File: config.mk
export PLATFORM = sky130hd
export DESIGN_NAME = i2c_xfer_seq
export DESIGN_NICKNAME = d
export VERILOG_FILES = /design/src/rtl/i2cs_pkg.sv /design/src/rtl/i2cs_bytebuf.sv /design/src/rtl/i2cs_engine.sv /design/src/rtl/i2c_xfer_seq.sv
export SDC_FILE = /design/constraint.sdc
export NUM_CORES = 1
export LEC_CHECK = 0
export BUFFER_PORTS_ARGS = -buffer_cell sky130_fd_sc_hd__buf_2
export CORE_MARGIN = 2
export CORE_UTILIZATION = 25
export DETAILED_ROUTE_END_ITERATION = 6
export MAX_ROUTING_LAYER = met4
export PLACE_DENSITY = 0.45
export SYNTH_ARGS = -nofsm -noshare
export SYNTH_HDL_FRONTEND = slang
export SYNTH_SLANG_ARGS = --single-unit
File: constraint.sdc
create_clock -name clk -period 7.3 [get_ports clk]
set_input_delay 1.095 -clock clk [delete_from_list [all_inputs] [get_ports clk]]
set_output_delay 1.095 -clock clk [all_outputs]
set_load 0.02 [all_outputs]
File: src/rtl/i2cs_pkg.sv
package i2cs_pkg;
    localparam int REG_W  = 16;
    localparam int REG_AW = 3;
    localparam int BYTE_W = 8;
    localparam int STAT_W = 6;

    localparam logic [REG_W-1:0] CTRL_KEEP = 16'hCF07;

    // control bit positions
    localparam int C_START = 0;
    localparam int C_STOP  = 1;
    localparam int C_RPT   = 2;
    localparam int C_TX    = 9;
    localparam int C_MST   = 10;
    localparam int C_SWAP  = 14;
    localparam int C_EN    = 15;

    // status bit positions
    localparam int S_NACK   = 0;
    localparam int S_ARDY   = 1;
    localparam int S_RRDY   = 2;
    localparam int S_XRDY   = 3;
    localparam int S_BUSY   = 4;
    localparam int S_SINGLE = 5;

    localparam logic [REG_AW-1:0] A_CTRL  = 3'd0;
    localparam logic [REG_AW-1:0] A_SADDR = 3'd1;
    localparam logic [REG_AW-1:0] A_COUNT = 3'd2;
    localparam logic [REG_AW-1:0] A_DATA  = 3'd3;
    localparam logic [REG_AW-1:0] A_STAT  = 3'd4;

    typedef enum logic [2:0] {
        SQ_IDLE, SQ_ADDR, SQ_EVAL, SQ_XFER, SQ_STOP, SQ_PARK
    } sq_state_e;

    typedef struct packed {
        logic set_nack;
        logic set_ardy;
        logic set_rrdy;
        logic set_xrdy;
        logic clr_start;
        logic clr_stop;
        logic clr_mst;
    } sq_evt_t;

    function automatic logic [BYTE_W-1:0] addr_byte(input logic [6:0] sa, input logic tx);
        return {sa, ~tx};
    endfunction
endpackage

File: src/rtl/i2cs_bytebuf.sv
module i2cs_bytebuf #(
    parameter int DEPTH = 4,
    parameter int W     = 8,
    localparam int LW   = $clog2(DEPTH + 1)
) (
    input  logic          clk,
    input  logic          rst,
    input  logic          clr,
    input  logic          bus_pop,
    input  logic          bus_push,
    input  logic [W-1:0]  bus_byte,
    input  logic          host_pop,
    input  logic          host_push,
    input  logic [W-1:0]  host_b0,
    input  logic [W-1:0]  host_b1,
    output logic [LW-1:0] level,
    output logic [W-1:0]  head0,
    output logic [W-1:0]  head1
);
    localparam logic [LW-1:0] FULL  = LW'(DEPTH);
    localparam logic [LW-1:0] ROOM2 = LW'(DEPTH - 2);

    logic [W-1:0]  q  [DEPTH];
    logic [W-1:0]  nq [DEPTH];
    logic [LW-1:0] nl;

    always_comb begin
        nq = q;
        nl = level;
        if (clr) begin
            nl = '0;
        end else begin
            // bus side first, then host side, so same-cycle events compose
            if (bus_pop && nl != '0) begin
                for (int i = 0; i < DEPTH - 1; i++) nq[i] = nq[i+1];
                nl = nl - 1'b1;
            end
            if (bus_push && nl < FULL) begin
                for (int i = 0; i < DEPTH; i++)
                    if (LW'(i) == nl) nq[i] = bus_byte;
                nl = nl + 1'b1;
            end
            if (host_pop) begin
                for (int s = 0; s < 2; s++) begin
                    if (nl != '0) begin
                        for (int i = 0; i < DEPTH - 1; i++) nq[i] = nq[i+1];
                        nl = nl - 1'b1;
                    end
                end
            end
            if (host_push && nl <= ROOM2) begin
                for (int i = 0; i < DEPTH; i++) begin
                    if (LW'(i) == nl)        nq[i] = host_b0;
                    if (LW'(i) == nl + 1'b1) nq[i] = host_b1;
                end
                nl = nl + LW'(2);
            end
        end
    end

    always_ff @(posedge clk) begin
        if (rst) begin
            level <= '0;
            for (int i = 0; i < DEPTH; i++) q[i] <= '0;
        end else begin
            level <= nl;
            q     <= nq;
        end
    end

    assign head0 = q[0];
    assign head1 = q[1];
endmodule

File: src/rtl/i2cs_engine.sv
module i2cs_engine import i2cs_pkg::*; #(
    parameter int CNT_W = 16,
    parameter int DEPTH = 4,
    localparam int LW   = $clog2(DEPTH + 1)
) (
    input  logic              clk,
    input  logic              rst,
    input  logic              soft_clr,
    input  logic              en,
    input  logic              mst,
    input  logic              start,
    input  logic              stop,
    input  logic              rpt,
    input  logic              tx,
    input  logic              kick,
    input  logic [BYTE_W-1:0] abyte,
    input  logic [CNT_W-1:0]  prog_cnt,
    input  logic [LW-1:0]     level,
    input  logic [BYTE_W-1:0] head,
    input  logic              bus_done,
    input  logic              bus_nack,
    output logic              bus_req,
    output logic              bus_start,
    output logic              bus_stop,
    output logic              bus_rd,
    output logic [BYTE_W-1:0] bus_wbyte,
    output logic              buf_pop,
    output logic              buf_push,
    output sq_evt_t           evt,
    output logic [CNT_W-1:0]  cur_cnt,
    output logic              busy
);
    localparam logic [LW-1:0] FULL = LW'(DEPTH);

    sq_state_e        st, nst;
    logic [CNT_W-1:0] ncnt;
    logic             move_ok;
    logic             go;

    assign move_ok = tx ? (level != '0) : (level != FULL);
    assign go      = en && mst && start;

    always_comb begin
        nst       = st;
        ncnt      = cur_cnt;
        evt       = '0;
        bus_req   = 1'b0;
        bus_start = 1'b0;
        bus_stop  = 1'b0;
        bus_rd    = 1'b0;
        bus_wbyte = '0;
        buf_pop   = 1'b0;
        buf_push  = 1'b0;
        unique case (st)
            SQ_IDLE, SQ_PARK: begin
                if (go) begin
                    evt.clr_start = 1'b1;
                    ncnt          = prog_cnt;
                    nst           = SQ_ADDR;
                end else if (st == SQ_PARK && kick) begin
                    nst = SQ_EVAL;
                end
            end
            SQ_ADDR: begin
                bus_req   = 1'b1;
                bus_start = 1'b1;
                bus_wbyte = abyte;
                if (bus_done) begin
                    if (bus_nack) begin
                        evt.set_nack = 1'b1;
                        evt.clr_stop = 1'b1;
                        nst          = SQ_IDLE;
                    end else begin
                        nst = SQ_EVAL;
                    end
                end
            end
            SQ_EVAL: begin
                if (!rpt && cur_cnt == '0) begin
                    if (stop) nst = SQ_STOP;
                    else begin
                        evt.set_ardy = 1'b1;
                        evt.clr_mst  = 1'b1;
                        nst          = SQ_PARK;
                    end
                end else if (rpt && stop) begin
                    nst = SQ_STOP;
                end else if (move_ok) begin
                    nst = SQ_XFER;
                end else begin
                    evt.set_xrdy = tx;
                    evt.set_rrdy = !tx;
                    nst          = SQ_PARK;
                end
            end
            SQ_XFER: begin
                bus_req   = 1'b1;
                bus_rd    = !tx;
                bus_wbyte = tx ? head : '0;
                if (bus_done) begin
                    if (!rpt) ncnt = cur_cnt - CNT_W'(1);
                    if (tx) begin
                        buf_pop = 1'b1;
                        if (bus_nack) begin
                            evt.set_nack = 1'b1;
                            evt.clr_stop = 1'b1;
                            nst          = SQ_PARK;
                        end else begin
                            nst = SQ_EVAL;
                        end
                    end else begin
                        buf_push     = 1'b1;
                        evt.set_rrdy = 1'b1;
                        nst          = SQ_EVAL;
                    end
                end
            end
            SQ_STOP: begin
                bus_req  = 1'b1;
                bus_stop = 1'b1;
                if (bus_done) begin
                    evt.clr_stop = 1'b1;
                    ncnt         = prog_cnt;
                    nst          = SQ_IDLE;
                end
            end
            default: nst = SQ_IDLE;
        endcase
    end

    always_ff @(posedge clk) begin
        if (rst || soft_clr) begin
            st      <= SQ_IDLE;
            cur_cnt <= '0;
        end else begin
            st      <= nst;
            cur_cnt <= ncnt;
        end
    end

    assign busy = (st != SQ_IDLE);
endmodule

File: src/rtl/i2c_xfer_seq.sv
module i2c_xfer_seq import i2cs_pkg::*; #(
    parameter int CNT_W     = 16,
    parameter int BUF_DEPTH = 4,
    parameter int SADDR_W   = 10
) (
    input  logic              clk,
    input  logic              rst,
    input  logic              reg_wr,
    input  logic              reg_rd,
    input  logic [REG_AW-1:0] reg_addr,
    input  logic [REG_W-1:0]  reg_wdata,
    output logic [REG_W-1:0]  reg_rdata,
    output logic              bus_req,
    output logic              bus_start,
    output logic              bus_stop,
    output logic              bus_rd,
    output logic [BYTE_W-1:0] bus_wbyte,
    input  logic              bus_done,
    input  logic              bus_nack,
    input  logic [BYTE_W-1:0] bus_rbyte
);
    localparam int LVL_W = $clog2(BUF_DEPTH + 1);

    logic [REG_W-1:0]   ctrl;
    logic [SADDR_W-1:0] saddr;
    logic [CNT_W-1:0]   cnt_prog;
    logic [CNT_W-1:0]   cur_cnt;
    logic [STAT_W-1:0]  stat;
    logic [STAT_W-1:0]  stat_view;
    logic [LVL_W-1:0]   level;
    logic [BYTE_W-1:0]  head0, head1, hi_b, b0, b1;
    logic               wr_ctrl, soft_clr, data_wr, data_rd, stat_wr, kick, busy;
    logic               buf_pop, buf_push;
    sq_evt_t            evt;

    assign wr_ctrl  = reg_wr && reg_addr == A_CTRL;
    assign soft_clr = wr_ctrl && !reg_wdata[C_EN];
    assign data_wr  = reg_wr && reg_addr == A_DATA;
    assign data_rd  = reg_rd && reg_addr == A_DATA;
    assign stat_wr  = reg_wr && reg_addr == A_STAT;
    assign kick     = data_wr || data_rd || wr_ctrl;

    assign b0 = ctrl[C_SWAP] ? reg_wdata[15:8] : reg_wdata[7:0];
    assign b1 = ctrl[C_SWAP] ? reg_wdata[7:0]  : reg_wdata[15:8];

    i2cs_bytebuf #(.DEPTH(BUF_DEPTH), .W(BYTE_W)) u_buf (
        .clk(clk), .rst(rst), .clr(soft_clr),
        .bus_pop(buf_pop), .bus_push(buf_push), .bus_byte(bus_rbyte),
        .host_pop(data_rd), .host_push(data_wr), .host_b0(b0), .host_b1(b1),
        .level(level), .head0(head0), .head1(head1)
    );

    i2cs_engine #(.CNT_W(CNT_W), .DEPTH(BUF_DEPTH)) u_eng (
        .clk(clk), .rst(rst), .soft_clr(soft_clr),
        .en(ctrl[C_EN]), .mst(ctrl[C_MST]), .start(ctrl[C_START]),
        .stop(ctrl[C_STOP]), .rpt(ctrl[C_RPT]), .tx(ctrl[C_TX]),
        .kick(kick), .abyte(addr_byte(saddr[6:0], ctrl[C_TX])),
        .prog_cnt(cnt_prog), .level(level), .head(head0),
        .bus_done(bus_done), .bus_nack(bus_nack),
        .bus_req(bus_req), .bus_start(bus_start), .bus_stop(bus_stop),
        .bus_rd(bus_rd), .bus_wbyte(bus_wbyte),
        .buf_pop(buf_pop), .buf_push(buf_push), .evt(evt),
        .cur_cnt(cur_cnt), .busy(busy)
    );

    always_ff @(posedge clk) begin
        if (rst || soft_clr) begin
            ctrl     <= '0;
            saddr    <= '0;
            cnt_prog <= '0;
            stat     <= '0;
        end else begin
            if (wr_ctrl) begin
                ctrl <= reg_wdata & CTRL_KEEP;
            end else begin
                if (evt.clr_start) ctrl[C_START] <= 1'b0;
                if (evt.clr_stop)  ctrl[C_STOP]  <= 1'b0;
                if (evt.clr_mst)   ctrl[C_MST]   <= 1'b0;
            end
            if (reg_wr && reg_addr == A_SADDR) saddr    <= reg_wdata[SADDR_W-1:0];
            if (reg_wr && reg_addr == A_COUNT) cnt_prog <= CNT_W'(reg_wdata);
            stat <= (stat & ~(stat_wr ? reg_wdata[STAT_W-1:0] : '0))
                  | (STAT_W'(evt.set_nack) << S_NACK)
                  | (STAT_W'(evt.set_ardy) << S_ARDY)
                  | (STAT_W'(evt.set_rrdy) << S_RRDY)
                  | (STAT_W'(evt.set_xrdy) << S_XRDY)
                  | (STAT_W'(data_rd && level == LVL_W'(1)) << S_SINGLE);
        end
    end

    always_comb begin
        stat_view         = stat;
        stat_view[S_BUSY] = busy;
        hi_b              = (level >= LVL_W'(2)) ? head1 : '0;
        unique case (reg_addr)
            A_CTRL:  reg_rdata = ctrl;
            A_SADDR: reg_rdata = REG_W'(saddr);
            A_COUNT: reg_rdata = REG_W'(cur_cnt);
            A_DATA:  reg_rdata = ctrl[C_SWAP] ? {head0, hi_b} : {hi_b, head0};
            A_STAT:  reg_rdata = REG_W'(stat_view);
            default: reg_rdata = '0;
        endcase
    end
endmodule

==> results of run 1 <==
==> state kept, by name, indices dropped and copies added (netlist names) <==
signal         count
cnt_prog          16
u_buf.head1        8
u_buf.head0        8
stat               5
u_buf.level        3
ctrl               9
u_buf.q           16
saddr             10
u_eng.cur_cnt     16
u_eng.st           3
==> report_power, final <==
part           internal, mW  switching, mW
Sequential            0.535         0.0340
Clock                 0.240          0.249
Combinational         0.188          0.393
==> routing by layer <==
| layer | up-vias | wire, um |
|---|---|---|
| li1 | 4383 | - |
| met5 | - | 0 |
| met1 | 4609 | 17000 |
| met4 | 0 | 1520 |
| met2 | 409 | 16400 |
| met3 | 55 | 2300 |
==> through the flow <==
stage | hold WS (ps) | utilization | power (mW) | cell area, um2 | instances
5_1_grt | 475 | 0.282 | 1.72 | 9400 | 1629
3_5_place_dp | 448 | 0.273 | 1.15 | 9100 | 1613
6_report | 458 | 0.282 | 1.64 | 9400 | 1629
2_1_floorplan | 433 | - | 0.959 | 8410 | 1172
4_1_cts | 460 | 0.282 | 1.64 | 9400 | 1629
3_3_place_gp | 441 | 0.273 | 1.15 | 9100 | 1613
==> cell usage in the layout, fill, tap and decap left out, drive strengths merged, types with 9 or more instances in the layout <==
cell type | synthesis | final
a211oi | 43 | 43
nor2 | 107 | 107
mux2i | 44 | 44
nand2b | 16 | 16
nand3 | 44 | 44
a31oi | 27 | 27
nand2 | 149 | 149
or4 | 11 | 11
nor2b | 15 | 15
clkbuf | 63 | 9
ha | 14 | 14
buf | 34 | 90
inv | 48 | 51
a22oi | 19 | 19
a221oi | 13 | 13
a221o | 13 | 13
o221ai | 11 | 11
dfxtp | 94 | 94
nor3 | 28 | 28
nand4 | 17 | 17
mux2 | 25 | 25
nor4 | 20 | 20
o21ai | 51 | 51
o22ai | 10 | 10
o31ai | 39 | 39
a21oi | 97 | 97
and2 | 14 | 14
a22o | 12 | 12
==> tightest hold or removal path: stages (launching register included) <==
cell and delay [ps]:
dfxtp_1 310, nand2_1 50, a21oi_1 50
==> kinds of logic (layout without fill, tap and decap cells) <==
logic type      count (synthesis)  in the layout  synth area share
simple gates                  452            452             0.260
xor+xnor                        7              7           0.00818
buf+inv                       146            155            0.0710
compound gates                388            388             0.325
fa+ha+maj                      14             14            0.0208
flops                          94             94             0.224
mux                            71             71            0.0912
==> layout make-up <==
class	count	area (um2)
clock buffer	9	225
clock inverter	7	66.3
fill	3828	24000
inverter	49	184
multi-input combinational	932	5950
sequential	94	1880
tap	448	561
timing repair buffer	90	526
==> path summary, 6_finish.rpt <==
check	endpoint	slack [ps]	cells after the start
hold / removal	cnt_prog[13]	460	2
setup / recovery	u_buf.head1[3]	730	27
setup reg to reg	u_buf.head1[3]	860	28
hold reg to reg	cnt_prog[13]	460	2
==> impl_metrics.csv, run 1 <==
group,metric,value,unit
floorplan,die_h,187,um
grt,antenna_found_initial,0,
grt,grt_pass1_vias,8725,
clocking,tritoncts,"built",
sta,fin_ws,726,ps
critical_path,required,7590,ps
clocking,cts_root_buffer,"clkbuf_16",
detailed_routing,wl,37.1,mm
grt,grt_max_degree,54,
logic_synthesis,synth-seq-cells,94,
critical_path,cpPeakStageDelay,740,ps
logic_synthesis,syn_area,8410,um2
sta,fin_skew,11.4,ps
sta,finalSetupViolations,0,
detailed_routing,via_per_inst,5.80,
floorplan,core_area,33400,um2
critical_path,crit_path_top_delay_cell,"and2_1",
detailed_routing,drtAntennaViolNets,0,
floorplan,initial_utilization,0.252,
logic_synthesis,avgSynthCellArea,7.18,um2
critical_path,worst_setup_path_start_kind,"input port",
clocking,clockBufferDepth,2,
clocking,cts.sinks,94,
floorplan,rows,67,
sta,fin_crit_sh,0.901,
sta,worst_pin_slew,1270,ps
logic_synthesis,synth_seq_area_share,0.224,
cells_and_area,n_antenna_cell,0,
critical_path,critPathCaptureType,"register",
logic_synthesis,syn_inst,1172,
power_and_ir_drop,power_density,174,nW/um2
critical_path,path_class,"input port to register",
clocking,postCtsHoldBufs,0,
clocking,h-tree-depth,3,
sta,rsz0062_at_grt,"false",
critical_path,critPathArrivalTime,6870,ps
logic_synthesis,yosysTopAreaCell,"dfxtp_1",
clocking,postCtsSetupRepairBufs,0,
grt,use_met1,0.284,
logic_synthesis,synth_edf_count,0,
min_path,hold_path.startpoint,"cnt_prog[13]",
critical_path,path_delay_family,"simple AND/OR/NAND/NOR gates",
critical_path,cp_num_buf_inv,7,
sta,finalSetupTns,0,ps
logic_synthesis,yosysMostFrequentCell,"nand2_1",
logic_synthesis,synth.distinct_cells,78,
detailed_routing,dr.pass1.iters,5,
grt,grt_most_used_layer,"met2",
min_path,hp-class,"register to register",
critical_path,worst-path-max-fanout,19,
detailed_routing,vias,9456,
detailed_routing,drc,0,
sta,fmax,152,MHz
clocking,clk-insertion-delay-late,370,ps
clocking,path_clk_slew,80,ps
grt,grt_overflow_total,0,
place,gp_congestion,0.900,
sta,hold_violations,0,
grt,grt_util_met2,0.319,
sta,period_needed,6570,ps
grt,track_usage,0.212,
clocking,cts_inserted_buffers,9,
floorplan,io-pin-count,61,
logic_synthesis,syn-num-nets,1219,
floorplan,die_w,187,um
cells_and_area,drive_gt1_frac,0.137,
critical_path,r2r_start,"u_buf.level[0]",
clocking,cts_resized,0,
sta,slew_headroom,0.144,
logic_synthesis,yosys_warnings,0,
grt,grt_pass1_wl,55.5,mm
place,io_buffers,60,
run,maxCapViolCount,0,
logic_synthesis,netlist_top_cells_area,"dfxtp_1 22%, nand2_1 6.6%, a21oi_1 5.7%",
sta,drv_slew,0,
floorplan,die_area,35100,um2
logic_synthesis,ys_async_sr_fraction,0,
logic_synthesis,synth.top_cell.area_share,0.224,
outcome,outcome,"finished clean",
critical_path,cp-startpoint,"bus_done",
detailed_routing,wl_per_cell,22.8,um
logic_synthesis,synth_common_cells,"149 x nand2_1, 106 x nor2_1, 95 x a21oi_1",
place,hpwl,27.1,mm
power_and_ir_drop,vdd_ir_drop_max,0.114,mV
cells_and_area,area.growth.synth_to_final,11.7,%
cells_and_area,final_nets,1223,
power_and_ir_drop,leakage,3.25,nW
grt,use_met3,0.0313,
detailed_routing,drtIter0Drc,1003,
place,pre_cts_slack,460,ps
logic_synthesis,synthFlopType,"dfxtp_1",
Note: power is estimated with default switching activity, not from simulation.
==> run 2: changes to the inputs <==
==> constraint.sdc (replaced) <==
create_clock -name clk -period 7.3 [get_ports clk]
set_input_delay 0.73 -clock clk [delete_from_list [all_inputs] [get_ports clk]]
set_output_delay 0.73 -clock clk [all_outputs]
set_load 0.02 [all_outputs]
==> run 2 against run 1 <==
Effect of this change: final area barely moved; routed wire length decreased by 0.56%; critical path type is now register to register; largest cell class unchanged; setup slack got worse by 140 ps; combinational power is essentially flat.
==> impl_metrics.csv, run 2 (synthesis results as in run 1) <==
group,metric,value,unit
outcome,outcome,"finished clean",
clocking,postCtsHoldBufs,0,
critical_path,r2r_end,"u_buf.q[12]",
detailed_routing,wl,36.9,mm
critical_path,r2r_slack,590,ps
critical_path,r2r_start,"u_buf.level[0]",
clocking,clockBufferDepth,2,
grt,grt_max_degree,49,
critical_path,critPathArrivalTime,7010,ps
grt,grt_pass1_vias,8765,
sta,hold_violations,0,
floorplan,die_w,187,um
detailed_routing,drtAntennaViolNets,0,
floorplan,die_h,187,um
critical_path,required,7600,ps
sta,worst_pin_slew,1200,ps
sta,drv_slew,0,
sta,holdWs,455,ps
place,gp_congestion,0.956,
cells_and_area,drive_gt1_frac,0.136,
min_path,hold_path.startpoint,"cnt_prog[15]",
run,maxCapViolCount,0,
clocking,clk-insertion-delay-late,370,ps
sta,slew_headroom,0.196,
detailed_routing,dr.pass1.iters,6,
cells_and_area,n_fill_cell,3749,
clocking,postCtsSetupRepairBufs,0,
cells_and_area,final_nets,1222,
critical_path,rr_worst_depth,28,
cells_and_area,n_antenna_cell,0,
min_path,worst_hold_path.endpoint,"cnt_prog[15]",
clocking,cts_resized,0,
place,io_buffers,60,
critical_path,crit_path_top_delay_cell,"nor2_2",
floorplan,rows,67,
place,hpwl,27.3,mm
detailed_routing,vias,9378,
power_and_ir_drop,vdd_ir_drop_max,0.126,mV
floorplan,core_area,33400,um2
min_path,hold_depth,2,
floorplan,initial_utilization,0.252,
detailed_routing,drtIter0Drc,1121,
grt,grt_overflow_total,0,
critical_path,cpPeakStageDelay,510,ps
cells_and_area,final_common_cell,"nand2_1",
clocking,path_clk_slew,80,ps
clocking,cts.sinks,94,
sta,rsz0062_at_grt,"false",
sta,finalSetupTns,0,ps
sta,fmax,149,MHz
grt,grt_pass1_wl,55.8,mm
detailed_routing,wl_per_cell,22.7,um
clocking,cts_root_buffer,"clkbuf_16",
power_and_ir_drop,leakage,3.25,nW
clocking,tritoncts,"built",
sta,fin_crit_sh,0.919,
cells_and_area,area.growth.synth_to_final,11.7,%
sta,fin_skew,15.7,ps
detailed_routing,drc,0,
sta,finalSetupViolations,0,
min_path,hp-class,"register to register",
critical_path,worst-path-max-fanout,19,
critical_path,path_class,"register to register",
power_and_ir_drop,power_density,176,nW/um2
detailed_routing,via_per_inst,5.76,
clocking,h-tree-depth,3,
cells_and_area,reg_top3,"cnt_prog (16), u_buf.q (16), u_eng.cur_cnt (16)",
grt,antenna_found_initial,0,
cells_and_area,mostFrequentLayoutCells,"149 x nand2_1, 106 x nor2_1, 95 x a21oi_1",
floorplan,io-pin-count,61,
critical_path,critPathCaptureType,"register",
clocking,cts_inserted_buffers,9,
critical_path,cp-startpoint,"u_buf.level[0]",
sta,period_needed,6710,ps
critical_path,worst_setup_path_start_kind,"register",
grt,track_usage,0.211,
floorplan,die_area,35100,um2
## run 2: cell types whose count changed in the layout (fill, tap and decap cells not counted), sizes merged
cell and delta:
buf -1
## run 2: routing by layer
layer / GRT usage / up-vias / wire, um
met1: 0.280 / 4515 / 16500
met5: - / - / 0
met3: 0.0278 / 66 / 2290
met2: 0.325 / 398 / 16600
met4: 0.0830 / 0 / 1530
li1: - / 4399 / -
## run 2: stage by stage
step	instances	instance area, um2	power (mW)	setup slack (ps)	utilization
floorplan	1172	8410	0.959	1160	-
global placement	1612	9100	1.15	690	0.273
detailed placement	1612	9100	1.15	586	0.273
CTS	1628	9400	1.65	693	0.282
global route	1628	9400	1.73	131	0.282
finish	1628	9400	1.65	588	0.282
## run 2: worst max-delay path by stage
| stage | to | cells past startpoint | slack (ps) |
|---|---|---|---|
| 2_1_floorplan | u_buf.head1[0] | 31 | 1160 |
| 3_3_place_gp | u_buf.q[12] | 26 | 690 |
| 3_5_place_dp | u_buf.q[12] | 26 | 590 |
| 4_1_cts | u_buf.q[12] | 28 | 690 |
| 5_1_grt | u_buf.q[13] | 28 | 130 |
| 6_report | u_buf.q[12] | 28 | 590 |
## run 2: power breakdown
group	internal (mW)	switching (mW)	leakage [nW]
Sequential	0.535	0.0343	0.761
Clock	0.243	0.255	0.144
Combinational	0.190	0.394	2.35
Total	0.968	0.683	3.25
## run 2: layout make-up
cell class,count,area [um2],area share
clock buffer,9,225,0.0240
clock inverter,7,77.6,0.00825
inverter,49,184,0.0196
multi-input combinational,932,5950,0.633
sequential,94,1880,0.200
tap,448,561,0.0596
timing repair buffer,89,518,0.0551
## run 2: worst max-delay path, delay by kind of cell (launching register included)
family,cells,cell delay (ps)
DFF,1,400
AOI/OAI and AO/OA,6,1230
adders and majority gates,5,1410
buffers and inverters,7,910
and+or+nand+nor,9,2370
xor gates and xnor gates,1,360
